--- src/rtl/mlc_pkg.sv ---
package mlc_pkg;

  typedef enum logic [2:0] {
    ST_IDLE,
    ST_WB,
    ST_RD,
    ST_FIN,
    ST_IOWR
  } seq_st_t;

  typedef enum logic [1:0] {
    JOB_IFILL,
    JOB_DFILL,
    JOB_IORD,
    JOB_IOWR
  } job_t;

  // size code to byte count: 01 -> 1, 10 -> 2, 11 -> 4, 00 -> 1
  function automatic logic [2:0] size_bytes(input logic [1:0] code);
    case (code)
      2'b10:   return 3'd2;
      2'b11:   return 3'd4;
      default: return 3'd1;
    endcase
  endfunction

endpackage

--- src/rtl/mlc_arb.sv ---
module mlc_arb (
  input  logic clk,
  input  logic rst,
  input  logic idle,
  input  logic run,
  input  logic flush,
  input  logic i_valid,
  input  logic d_valid,
  output logic i_ready,
  output logic d_ready,
  output logic i_fire,
  output logic d_fire
);

  // data side wins whenever it is present
  assign d_ready = idle & run;
  assign i_ready = idle & run & ~flush & ~d_valid;
  assign d_fire  = d_ready & d_valid;
  assign i_fire  = i_ready & i_valid;

  a_r3_data_first: assert property (@(posedge clk) disable iff (rst)
    i_fire |-> !d_valid);

  a_r11_ready_only_idle: assert property (@(posedge clk) disable iff (rst)
    (i_ready || d_ready) |-> idle);

endmodule

--- src/rtl/mlc_linebuf.sv ---
module mlc_linebuf #(
  parameter int LINE_W = 4
) (
  input  logic                     clk,
  input  logic                     rst,
  input  logic                     cap_en,
  input  logic [LINE_W-1:0]        cap_idx,
  input  logic [7:0]               byte_in,
  input  logic [2:0]               io_n,
  output logic [8*(1<<LINE_W)-1:0] line_out,
  output logic [31:0]              word_out
);

  localparam int LINE_BYTES = 1 << LINE_W;

  logic [LINE_BYTES-1:0][7:0] bytes_q;

  always_ff @(posedge clk) begin
    if (rst) begin
      bytes_q <= '0;
    end else if (cap_en) begin
      bytes_q[cap_idx] <= byte_in;
    end
  end

  assign line_out = bytes_q;

  for (genvar j = 0; j < 4; j++) begin : g_word
    assign word_out[8*j +: 8] = (3'(j) < io_n) ? bytes_q[j] : 8'h00;
  end

endmodule

--- src/rtl/mlc_seq.sv ---
module mlc_seq
  import mlc_pkg::*;
#(
  parameter int          ADDR_W  = 32,
  parameter int          LINE_W  = 4,
  parameter logic [31:0] IO_BASE = 32'h0003_0000
) (
  input  logic                     clk,
  input  logic                     rst,
  input  logic                     run,
  input  logic                     flush,
  input  logic                     io_full,
  input  logic                     i_fire,
  input  logic [ADDR_W-LINE_W-1:0] i_line,
  input  logic                     d_fire,
  input  logic [ADDR_W-1:0]        d_addr,
  input  logic                     d_rd,
  input  logic [1:0]               d_size,
  input  logic [31:0]              d_wdata,
  input  logic                     d_dirty,
  input  logic [ADDR_W-LINE_W-1:0] d_victim,
  input  logic [8*(1<<LINE_W)-1:0] d_victim_data,
  output logic                     idle,
  output logic [ADDR_W-1:0]        ram_addr,
  output logic                     ram_wr,
  output logic [7:0]               ram_dout,
  output logic                     cap_en,
  output logic [LINE_W-1:0]        cap_idx,
  output logic [2:0]               io_n,
  output logic                     i_done,
  output logic                     d_done,
  output logic                     io_rdone,
  output logic                     io_wdone
);

  localparam int LINE_BYTES = 1 << LINE_W;
  localparam int LINE_BITS  = 8 * LINE_BYTES;
  localparam int TAG_W      = ADDR_W - LINE_W;

  seq_st_t            st;
  job_t               job;
  logic [LINE_W-1:0]  cnt;
  logic [TAG_W-1:0]   base_line;
  logic [TAG_W-1:0]   wb_line;
  logic [LINE_BITS-1:0] wb_data;
  logic [ADDR_W-1:0]  io_addr;
  logic [2:0]         io_n_q;
  logic [31:0]        wdata_q;
  logic               cap_pend;
  logic [LINE_W-1:0]  cap_idx_q;
  logic               i_done_q, d_done_q, io_rdone_q, io_wdone_q;

  logic               d_is_io;
  logic [LINE_W-1:0]  last_cnt;
  logic               abort;
  logic               issue;

  assign d_is_io  = (d_addr >= ADDR_W'(IO_BASE));
  assign last_cnt = (job == JOB_IORD) ? LINE_W'(io_n_q - 3'd1) : '1;
  assign abort    = run & flush & (job == JOB_IFILL) &
                    ((st == ST_RD) | (st == ST_FIN));
  assign issue    = run & (st == ST_RD) & ~abort;

  assign idle     = (st == ST_IDLE);
  assign io_n     = io_n_q;
  assign cap_en   = cap_pend;
  assign cap_idx  = cap_idx_q;
  assign i_done   = i_done_q;
  assign d_done   = d_done_q;
  assign io_rdone = io_rdone_q;
  assign io_wdone = io_wdone_q;

  // RAM side drive: convert request direction to RAM polarity (1 = write)
  always_comb begin
    ram_addr = '0;
    ram_dout = 8'h00;
    ram_wr   = 1'b0;
    case (st)
      ST_WB: begin
        ram_addr = {wb_line, cnt};
        ram_dout = wb_data[{cnt, 3'b000} +: 8];
        ram_wr   = run;
      end
      ST_RD: begin
        ram_addr = (job == JOB_IORD) ? io_addr + ADDR_W'(cnt) : {base_line, cnt};
      end
      ST_IOWR: begin
        ram_addr = io_addr + ADDR_W'(cnt);
        ram_dout = wdata_q[{cnt[1:0], 3'b000} +: 8];
        ram_wr   = run & ~io_full;
      end
      default: ;
    endcase
  end

  always_ff @(posedge clk) begin
    if (rst) begin
      st         <= ST_IDLE;
      job        <= JOB_IFILL;
      cnt        <= '0;
      base_line  <= '0;
      wb_line    <= '0;
      wb_data    <= '0;
      io_addr    <= '0;
      io_n_q     <= 3'd1;
      wdata_q    <= '0;
      cap_pend   <= 1'b0;
      cap_idx_q  <= '0;
      i_done_q   <= 1'b0;
      d_done_q   <= 1'b0;
      io_rdone_q <= 1'b0;
      io_wdone_q <= 1'b0;
    end else begin
      i_done_q   <= 1'b0;
      d_done_q   <= 1'b0;
      io_rdone_q <= 1'b0;
      io_wdone_q <= 1'b0;
      // the RAM answers one cycle after the address, whatever run does
      cap_pend   <= issue;
      cap_idx_q  <= cnt;
      if (run) begin
        case (st)
          ST_IDLE: begin
            cnt <= '0;
            if (d_fire) begin
              base_line <= d_addr[ADDR_W-1:LINE_W];
              io_addr   <= d_addr;
              io_n_q    <= size_bytes(d_size);
              wdata_q   <= d_wdata;
              wb_line   <= d_victim;
              wb_data   <= d_victim_data;
              if (d_is_io) begin
                job <= d_rd ? JOB_IORD : JOB_IOWR;
                st  <= d_rd ? ST_RD : ST_IOWR;
              end else begin
                job <= JOB_DFILL;
                st  <= d_dirty ? ST_WB : ST_RD;
              end
            end else if (i_fire) begin
              job       <= JOB_IFILL;
              base_line <= i_line;
              st        <= ST_RD;
            end
          end
          ST_WB: begin
            if (cnt == '1) begin
              cnt <= '0;
              st  <= ST_RD;
            end else begin
              cnt <= cnt + 1'b1;
            end
          end
          ST_RD: begin
            if (abort) begin
              cnt <= '0;
              st  <= ST_IDLE;
            end else if (cnt == last_cnt) begin
              cnt <= '0;
              st  <= ST_FIN;
            end else begin
              cnt <= cnt + 1'b1;
            end
          end
          ST_FIN: begin
            st <= ST_IDLE;
            if (!abort) begin
              case (job)
                JOB_IFILL: i_done_q   <= 1'b1;
                JOB_DFILL: d_done_q   <= 1'b1;
                JOB_IORD:  io_rdone_q <= 1'b1;
                default:   ;
              endcase
            end
          end
          ST_IOWR: begin
            if (!io_full) begin
              if (cnt == LINE_W'(io_n_q - 3'd1)) begin
                cnt        <= '0;
                st         <= ST_IDLE;
                io_wdone_q <= 1'b1;
              end else begin
                cnt <= cnt + 1'b1;
              end
            end
          end
          default: st <= ST_IDLE;
        endcase
      end
    end
  end

  a_r4_hold_when_stopped: assert property (@(posedge clk) disable iff (rst)
    !run |=> $stable(st) && $stable(cnt));

  a_r9_full_stalls_io: assert property (@(posedge clk) disable iff (rst)
    (st == ST_IOWR && io_full) |=> (st == ST_IOWR) && $stable(cnt));

  a_r5_no_wb_after_read: assert property (@(posedge clk) disable iff (rst)
    (st == ST_RD) |=> (st != ST_WB));

  a_r10_abort_silent: assert property (@(posedge clk) disable iff (rst)
    abort |=> (st == ST_IDLE) && !i_done_q);

  a_r11_single_pulse: assert property (@(posedge clk) disable iff (rst)
    $onehot0({i_done_q, d_done_q, io_rdone_q, io_wdone_q}));

  a_r2_count_bound: assert property (@(posedge clk) disable iff (rst)
    (st == ST_RD) |-> (cnt <= last_cnt));

endmodule

--- src/rtl/mem_line_ctrl.sv ---
module mem_line_ctrl #(
  parameter int          ADDR_W  = 32,
  parameter int          LINE_W  = 4,
  parameter logic [31:0] IO_BASE = 32'h0003_0000
) (
  input  logic                         clk,
  input  logic                         rst,
  input  logic                         run,
  input  logic                         flush,
  input  logic                         io_full,
  input  logic                         i_req_valid,
  output logic                         i_req_ready,
  input  logic [ADDR_W-LINE_W-1:0]     i_req_line,
  output logic                         i_fill_valid,
  output logic [8*(1<<LINE_W)-1:0]     i_fill_data,
  input  logic                         d_req_valid,
  output logic                         d_req_ready,
  input  logic [ADDR_W-1:0]            d_req_addr,
  input  logic                         d_req_rd,
  input  logic [1:0]                   d_req_size,
  input  logic [31:0]                  d_req_wdata,
  input  logic                         d_req_dirty,
  input  logic [ADDR_W-LINE_W-1:0]     d_req_victim,
  input  logic [8*(1<<LINE_W)-1:0]     d_req_victim_data,
  output logic                         d_fill_valid,
  output logic [8*(1<<LINE_W)-1:0]     d_fill_data,
  output logic                         d_io_rvalid,
  output logic [31:0]                  d_io_rdata,
  output logic                         d_io_wdone,
  output logic [ADDR_W-1:0]            ram_addr,
  output logic                         ram_wr,
  output logic [7:0]                   ram_dout,
  input  logic [7:0]                   ram_din
);

  localparam int LINE_BITS = 8 * (1 << LINE_W);

  logic                 idle;
  logic                 i_fire, d_fire;
  logic                 cap_en;
  logic [LINE_W-1:0]    cap_idx;
  logic [2:0]           io_n;
  logic [LINE_BITS-1:0] line_w;

  mlc_arb u_arb (
    .clk     (clk),
    .rst     (rst),
    .idle    (idle),
    .run     (run),
    .flush   (flush),
    .i_valid (i_req_valid),
    .d_valid (d_req_valid),
    .i_ready (i_req_ready),
    .d_ready (d_req_ready),
    .i_fire  (i_fire),
    .d_fire  (d_fire)
  );

  mlc_seq #(
    .ADDR_W  (ADDR_W),
    .LINE_W  (LINE_W),
    .IO_BASE (IO_BASE)
  ) u_seq (
    .clk           (clk),
    .rst           (rst),
    .run           (run),
    .flush         (flush),
    .io_full       (io_full),
    .i_fire        (i_fire),
    .i_line        (i_req_line),
    .d_fire        (d_fire),
    .d_addr        (d_req_addr),
    .d_rd          (d_req_rd),
    .d_size        (d_req_size),
    .d_wdata       (d_req_wdata),
    .d_dirty       (d_req_dirty),
    .d_victim      (d_req_victim),
    .d_victim_data (d_req_victim_data),
    .idle          (idle),
    .ram_addr      (ram_addr),
    .ram_wr        (ram_wr),
    .ram_dout      (ram_dout),
    .cap_en        (cap_en),
    .cap_idx       (cap_idx),
    .io_n          (io_n),
    .i_done        (i_fill_valid),
    .d_done        (d_fill_valid),
    .io_rdone      (d_io_rvalid),
    .io_wdone      (d_io_wdone)
  );

  mlc_linebuf #(
    .LINE_W (LINE_W)
  ) u_buf (
    .clk      (clk),
    .rst      (rst),
    .cap_en   (cap_en),
    .cap_idx  (cap_idx),
    .byte_in  (ram_din),
    .io_n     (io_n),
    .line_out (line_w),
    .word_out (d_io_rdata)
  );

  assign i_fill_data = line_w;
  assign d_fill_data = line_w;

endmodule

--- config.mk ---
export PLATFORM = sky130hd
export DESIGN_NAME = mem_line_ctrl
export DESIGN_NICKNAME = d
export VERILOG_FILES = /design/src/rtl/mlc_pkg.sv /design/src/rtl/mlc_arb.sv /design/src/rtl/mlc_linebuf.sv /design/src/rtl/mlc_seq.sv /design/src/rtl/mem_line_ctrl.sv
export SDC_FILE = /design/constraint.sdc
export NUM_CORES = 1
export LEC_CHECK = 0
export BUFFER_PORTS_ARGS = -buffer_cell sky130_fd_sc_hd__buf_4
export CAP_MARGIN = 20
export CELL_PAD_IN_SITES_DETAIL_PLACEMENT = 1
export CELL_PAD_IN_SITES_GLOBAL_PLACEMENT = 2
export CORE_MARGIN = 2
export CORE_UTILIZATION = 26
export CTS_CLUSTER_DIAMETER = 40
export DETAILED_ROUTE_END_ITERATION = 12
export HOLD_SLACK_MARGIN = 0.06
export PLACE_DENSITY_LB_ADDON = 0.1
export SYNTH_ARGS = -nofsm -noshare
export SYNTH_HDL_FRONTEND = slang
export SYNTH_SLANG_ARGS = --single-unit
--- constraint.sdc ---
create_clock -name clk -period 3.9 [get_ports clk]
set_clock_uncertainty 0.05 [all_clocks]
set_input_delay 0.975 -clock clk [delete_from_list [all_inputs] [get_ports clk]]
set_output_delay 0.975 -clock clk [all_outputs]
set_load 0.02 [all_outputs]
Yosys cells after proc, flatten, opt, wreduce, memory -nomap -nowiden
Cells that the tools add are included.
{"block": "word_totals", "out_inout_bits": 335, "romBits": 0, "ff_bits": 397, "memories": 0, "wordCells": 129, "latchBits": 0, "mem_bits_rw": 0}
{"block": "classes", "magnitude_cmp": 7, "add_sub_neg": 3, "bitwise_logic": 19, "n_eq_ne": 16, "div": 0, "mux": 40, "reduce_logical": 11, "shifts": 2, "multipliers": 0}
{"op": "bitwise mux 128 bit", "count": 1}
{"op": "indexed part select 128 x 8 -> 8 bit", "count": 1}
{"op": "one-hot mux 32 bit (3 select lines)", "count": 1}
{"op": "2-to-1 mux 28 bit", "count": 2}
{"op": "2-to-1 mux 8 bit", "count": 5}
{"op": "adder 32 x 4 -> 32 bit", "count": 1}
{"op": "demux 8 bit (select 4 bit)", "count": 1}
{"op": "greater-or-equal comparator 32 x 18 -> 1 bit (second input constant)", "count": 1}
{"op": "2-to-1 mux 32 bit", "count": 1}
{"op": "indexed part select 32 x 6 -> 8 bit", "count": 1}
{"op": "2-to-1 mux 3 bit", "count": 9}
{"op": "2-to-1 mux 4 bit", "count": 6}
{"op": "one-hot mux 4 bit (4 select lines)", "count": 1}
{"op": "one-hot mux 8 bit (2 select lines)", "count": 1}
{"op": "one-hot mux 3 bit (4 select lines)", "count": 1}
{"op": "bitwise AND 1 bit", "count": 11}
{"op": "AND reduction 3 bit", "count": 3}
{"op": "equality test 4 bit", "count": 2}
{"op": "2-to-1 mux 2 bit", "count": 4}
{"op": "OR reduction 4 bit", "count": 2}
{"op": "NOT 1 bit", "count": 7}
{"op": "equality test 2 bit (second input constant)", "count": 3}
{"op": "equality test 3 x 2 -> 1 bit (second input constant)", "count": 2}
{"op": "< comparator 1 x 3 -> 1 bit (first input constant)", "count": 2}
{"op": "other kinds (23)", "count": 29}

Longest topological paths before layout
{"block": "logic_depth", "ltp_word": 8, "ltp_mapped": 11, "ltp_nobuf": 9}

By module
From an unflattened synthesis, not the netlist that was laid out.
{"block": "unflattened", "hier_cells": 2075, "hier_area_um2": 18467.7}
{"mod": "mlc_seq", "area_per_inst_um2": 12160.4, "cells_each": 1453, "n_inst": 1, "seq_area_each_um2": 5385.2}
{"mod": "mlc_linebuf", "area_per_inst_um2": 5308.8, "cells_each": 489, "n_inst": 1, "seq_area_each_um2": 2562.5}
{"mod": "mem_line_ctrl", "area_per_inst_um2": 960.9, "cells_each": 128, "n_inst": 1, "seq_area_each_um2": 0.0}
{"mod": "mlc_arb", "area_per_inst_um2": 37.5, "cells_each": 5, "n_inst": 1, "seq_area_each_um2": 0.0}

Least setup slack after synthesis
No wires, ideal clock.
{"block": "synth_path", "path_kind": "reg-to-output", "startpoint": "reg u_seq.cnt[1]", "endpoint": "out ram_addr[28]", "setup_slack_ps": -192, "path_stages_with_launch": 12, "path_buffers": 3, "required_time_ps": 2875, "arrival_time_ps": 3067, "cell_sequence": "dfxtp_1 -> buf_4 -> clkbuf_1 -> buf_1 -> inv_1 -> fa_1 -> nor2b_1 -> o21ai_1 -> a2111oi_4 -> nand4_1 -> xor2_1 -> o21ai_1"}
{"block": "synth_via", "elab_chain_cells": 3}
{"item": "start: declaration", "line": "mlc_seq.sv:42", "rtl": "logic [LINE_W-1:0] cnt;"}
{"item": "start signal: assignment", "line": "mlc_seq.sv:150", "rtl": "cnt <= cnt + 1'b1;"}
{"item": "start signal: assignment", "line": "mlc_seq.sv:161", "rtl": "cnt <= cnt + 1'b1;"}
{"item": "start signal: assignment", "line": "mlc_seq.sv:182", "rtl": "cnt <= cnt + 1'b1;"}
{"item": "adder 32 x 4 -> 32 bit (*)", "line": "mlc_seq.sv:85, mlc_seq.sv:88"}
{"item": "2-to-1 mux 32 bit", "line": "mlc_seq.sv:85", "rtl": "ram_addr = (job == JOB_IORD) ? io_addr + ADDR_W'(cnt) : {base_line, cnt};"}
{"item": "one-hot mux 32 bit (3 select lines) (*)", "line": "mlc_seq.sv:78", "rtl": "case (st)"}
{"item": "end: declaration", "line": "mem_line_ctrl.sv:30", "rtl": "output logic [ADDR_W-1:0] ram_addr,"}
Every way passes the cells marked *; elsewhere a longest branch is shown, timed or not.

Final worst setup path
{"block": "layout_path", "startpoint": "reg u_seq.cnt[0]", "endpoint": "out ram_addr[28]"}
Same word-level chain as after synthesis.

==> run summary <==
The run gives 0 as the total of max-cap violations. The logs give 70700 µm² for the die outline area and 602 for the number of I/O pins. In the final routed layout, each cell accounts on average for 21.5 µm. For the effective utilization at floorplan, the log shows 26.1%.

The data arrival time of the worst path was 2960 ps. The tools report the clock sink count as 397. In this run, the number of DRC markers left after iteration 0 of detailed routing was 666.

Setup repair after global routing could not meet its margin everywhere. For the wire length of the first global-routing pass, the log shows 108000 µm. Setup violations remaining at the end of the flow were counted as 10. The tools report the number of nets produced by synthesis as 2338. The tools report the critical path capture point type as an output port.

TritonCTS built the clock tree. The net count reported at finish came out at 2794. The share of async-settable or async-resettable flops after synthesis was 0%.

For this run, the detailed router's first-pass iteration total came to 5. In this run, CTS created clock tree buffers numbering 84. The number of port buffers was 601. The core region is 68200 µm².

The most common flop cell mapped by yosys is dfxtp_1. The area share of the leading cell type in the synthesized netlist was 44.6%; the wire length after detailed routing was 74600 µm. The die is 266 µm tall.

For this run, the top clock speed supported by timing is 251 MHz. Synthesis handed over a netlist of 2062 instances. The signal on the critical path passes through ha_4, inv_2, fa_2, nor2b_4, o21ai_4, a2111oi_4, buf_6, nand4_1, xor2_1, o21ai_1, buf_4. After synthesis the cells add up to 17800 µm². The run gives -404 ps as the total negative slack. The count of yosys warnings during synthesis is 0, and the global-route total usage across every layer is 20.2%.

The area growth from synthesis to layout is 43.4%. Setup slack on the worst reg-to-reg path comes out at 1080 ps. IR analysis of the VDD net gives a maximum drop of 0.000323 V. For this design the static power due to leakage is 10.6 nW. The number of global-route vias before repair was 16700; the number of buffer and inverter stages on the critical path was 3. Pin count of the biggest net entering global routing: 130.

The clock-pin transition on the worst setup and hold timing paths was 40 ps; the maximum level of the CTS H-tree was 3. The share of post-route cells with drive strength above 1 was 33.9%; the worst path required time was 2870 ps. Sequential fraction of the synthesis area: 44.6%. Yosys mapped a number of flops with a built-in enable equal to 0.

The tools report the final count of hold timing violations as 0. The run finished, with violations left. By area the synthesized netlist is led by dfxtp_1 (45%), nand2_1 (11%), mux2i_1 (7.2%).

The final reports fail on negative setup slack. For the initial antenna violation count, the log shows 6. At the end of routability-driven placement, the weighted congestion stood at 0.801. The half-perimeter wire length after placement came out at 54200 µm. The tools report the startpoint kind of the worst setup timing path as a flip-flop. After synthesis, the netlist uses 55 different library cells. Clock tree buffer depth: 3. Power spread over the standard cell area amounts to 521 nW/µm². The biggest cell delay along the critical path was 420 ps.

The number of design rule violations left after detail routing was 0. In this run the worst hold path is classified as flip-flop to flip-flop. dfxtp_1 takes more of the synthesized area than any other cell. Cells fill 37.5% of the core in the end. The final worst slack came out at -88.8 ps.

On the final layout, the worst hold slack is 402 ps. The chip width was 266 µm; the number of vias per cell after detailed routing was 4.68. For the number of slew-limit violations in the final report, the log shows 0.

Across all layers, the routed design uses 16200 vias. The category of the critical setup timing path is flip-flop to output port. The post-synthesis sequential element count is 397.

Broken down by cell family, the worst path's largest delay share belongs to compound AO/OA/AOI/OAI gates. For the standard-cell row count, the log shows 96. Of all nets on the critical path, the largest fanout is 7.

At the pin with the least slew margin, the transition time is 1060 ps. Placement-stage cell area: 22200 µm². The count of nets left with antenna violations once routing finished came out at 0.

After layout, the worst path uses 102% of the clock period. For this run the aggregate overflow at the end of global routing stands at 0. The root buffer cell was clkbuf_16. The critical path's slowest cell was a2111oi_4.

After synthesis, the mean cell area works out to 8.65 µm². With fillers left out, the area of the finished cells amounts to 25600 µm². The final period demand of the worst path was 3990 ps; the insertion delay to the later sink of the worst-skew pair was 590 ps.

In this run the tightest slew margin relative to its limit is 28.8%.
per-layer routing:
metal  up-vias  wire length, µm  track usage [%]
met3        82             3590             4.22
li1       7800                -                -
met2       415            38600             36.2
met1      7948            31200             24.6
met4         4             1200             4.95
met5         -               22                0
final cells by class:
class	instances	area, µm²
Fill cell	7930	42600
Multi-Input combinational cell	1376	8360
Sequential cell	397	7960
Timing Repair Buffer	646	5020
Clock buffer	106	2350
Tap cell	882	1100
Clock inverter	48	733
Inverter	13	48.8
Antenna cell	4	10.0
cell usage in the layout (no fill, tap or decap), types with 17 or more instances in the layout:
cell type,n
bufinv_16,17
o21ai_0,17
a311oi_1,29
mux2i_1,129
buf_4,631
clkbuf_16,90
nor2b_1,23
nor2_1,175
a21oi_1,232
mux4_2,48
dfxtp_1,392
o21ai_1,21
a22oi_1,27
nand2_1,495
and2_1,18
xor2_1,26
per-stage QoR:
| stage | cells | worst slack [ps] | power, mW |
|---|---|---|---|
| after floorplan | 2062 | 78.9 | 5.09 |
| after global placement | 3295 | 344 | 5.65 |
| after detailed placement | 3296 | 324 | 5.67 |
| after CTS | 3452 | -121 | 13.5 |
| after global routing | 3471 | -215 | 13.9 |
| final | 3472 | -88.8 | 13.3 |
worst paths after layout:
path	startpoint	to	cells past startpoint
min	u_seq.wdata_q[23]	u_seq.wdata_q[23]	2
min reg2reg	u_seq.wdata_q[23]	u_seq.wdata_q[23]	2
max	u_seq.cnt[0]	ram_addr[28]	11
max reg2reg	u_seq.io_n[0]	u_seq.cnt[3]	9
Yosys cell counts, drive strengths merged, types with 2 or more instances:
cell       n
a2111oi    2
a211o      3
a211oi     5
a21o       2
a21oi    233
a22o       8
a22oi     27
a311oi    29
a31oi      5
and2      19
and2b      2
and3       8
and4       2
buf      175
clkbuf   101
dfxtp    397
ha         8
inv       13
mux2i    129
mux4      48
nand2    499
nand2b     6
nand3     10
nand3b     6
nand4     12
nor2     182
nor2b     24
nor3       8
nor3b      3
nor4       5
nor4b      3
o21ai     40
or3        2
or3b       3
xnor2      8
xor2      26
repair_timing:
item / CTS / global route
pin swaps: 5 / 11
resized for setup: 17 / 11
cloned: 0 / 4
setup endpoints to repair: 32 / 31
hold buffers: 0 / 0
setup buffers: 2 / 12
flip-flops by register name, indices dropped and copies added (netlist names), 2 cells and up:
register,cells
u_buf.line_out,128
u_seq.base_line,28
u_seq.cap_idx,4
u_seq.cnt,4
u_seq.io_addr,32
u_seq.io_n,3
u_seq.job,2
u_seq.st,3
u_seq.wb_data,128
u_seq.wb_line,28
u_seq.wdata_q,32
tightest hold or removal path, delay by kind of cell (launching register included):
| family | cells | cell delay, ps |
|---|---|---|
| DFF | 1 | 300 |
| and+or+nand+nor | 1 | 50 |
| AOI/OAI and AO/OA | 1 | 50 |
report_power, final:
part           switching [mW]  internal (mW)  leakage [nW]
logic                   0.701          0.496          5.93
clock network            2.37           5.38          1.49
registers               0.136           4.26          3.23
total                    3.20           10.1          10.6
cell families after synthesis:
kind of cell | after synthesis | synth area share [%]
multiplexers | 177 | 13.3
flip-flops | 397 | 44.6
XOR/XNOR | 34 | 1.67
adder cells (fa/ha/maj) | 9 | 0.674
AO/OA/AOI/OAI | 360 | 11.9
AND/OR/NAND/NOR | 796 | 18.6
buffers and inverters | 289 | 9.27
No activity file was read; power rests on OpenSTA's default activity.
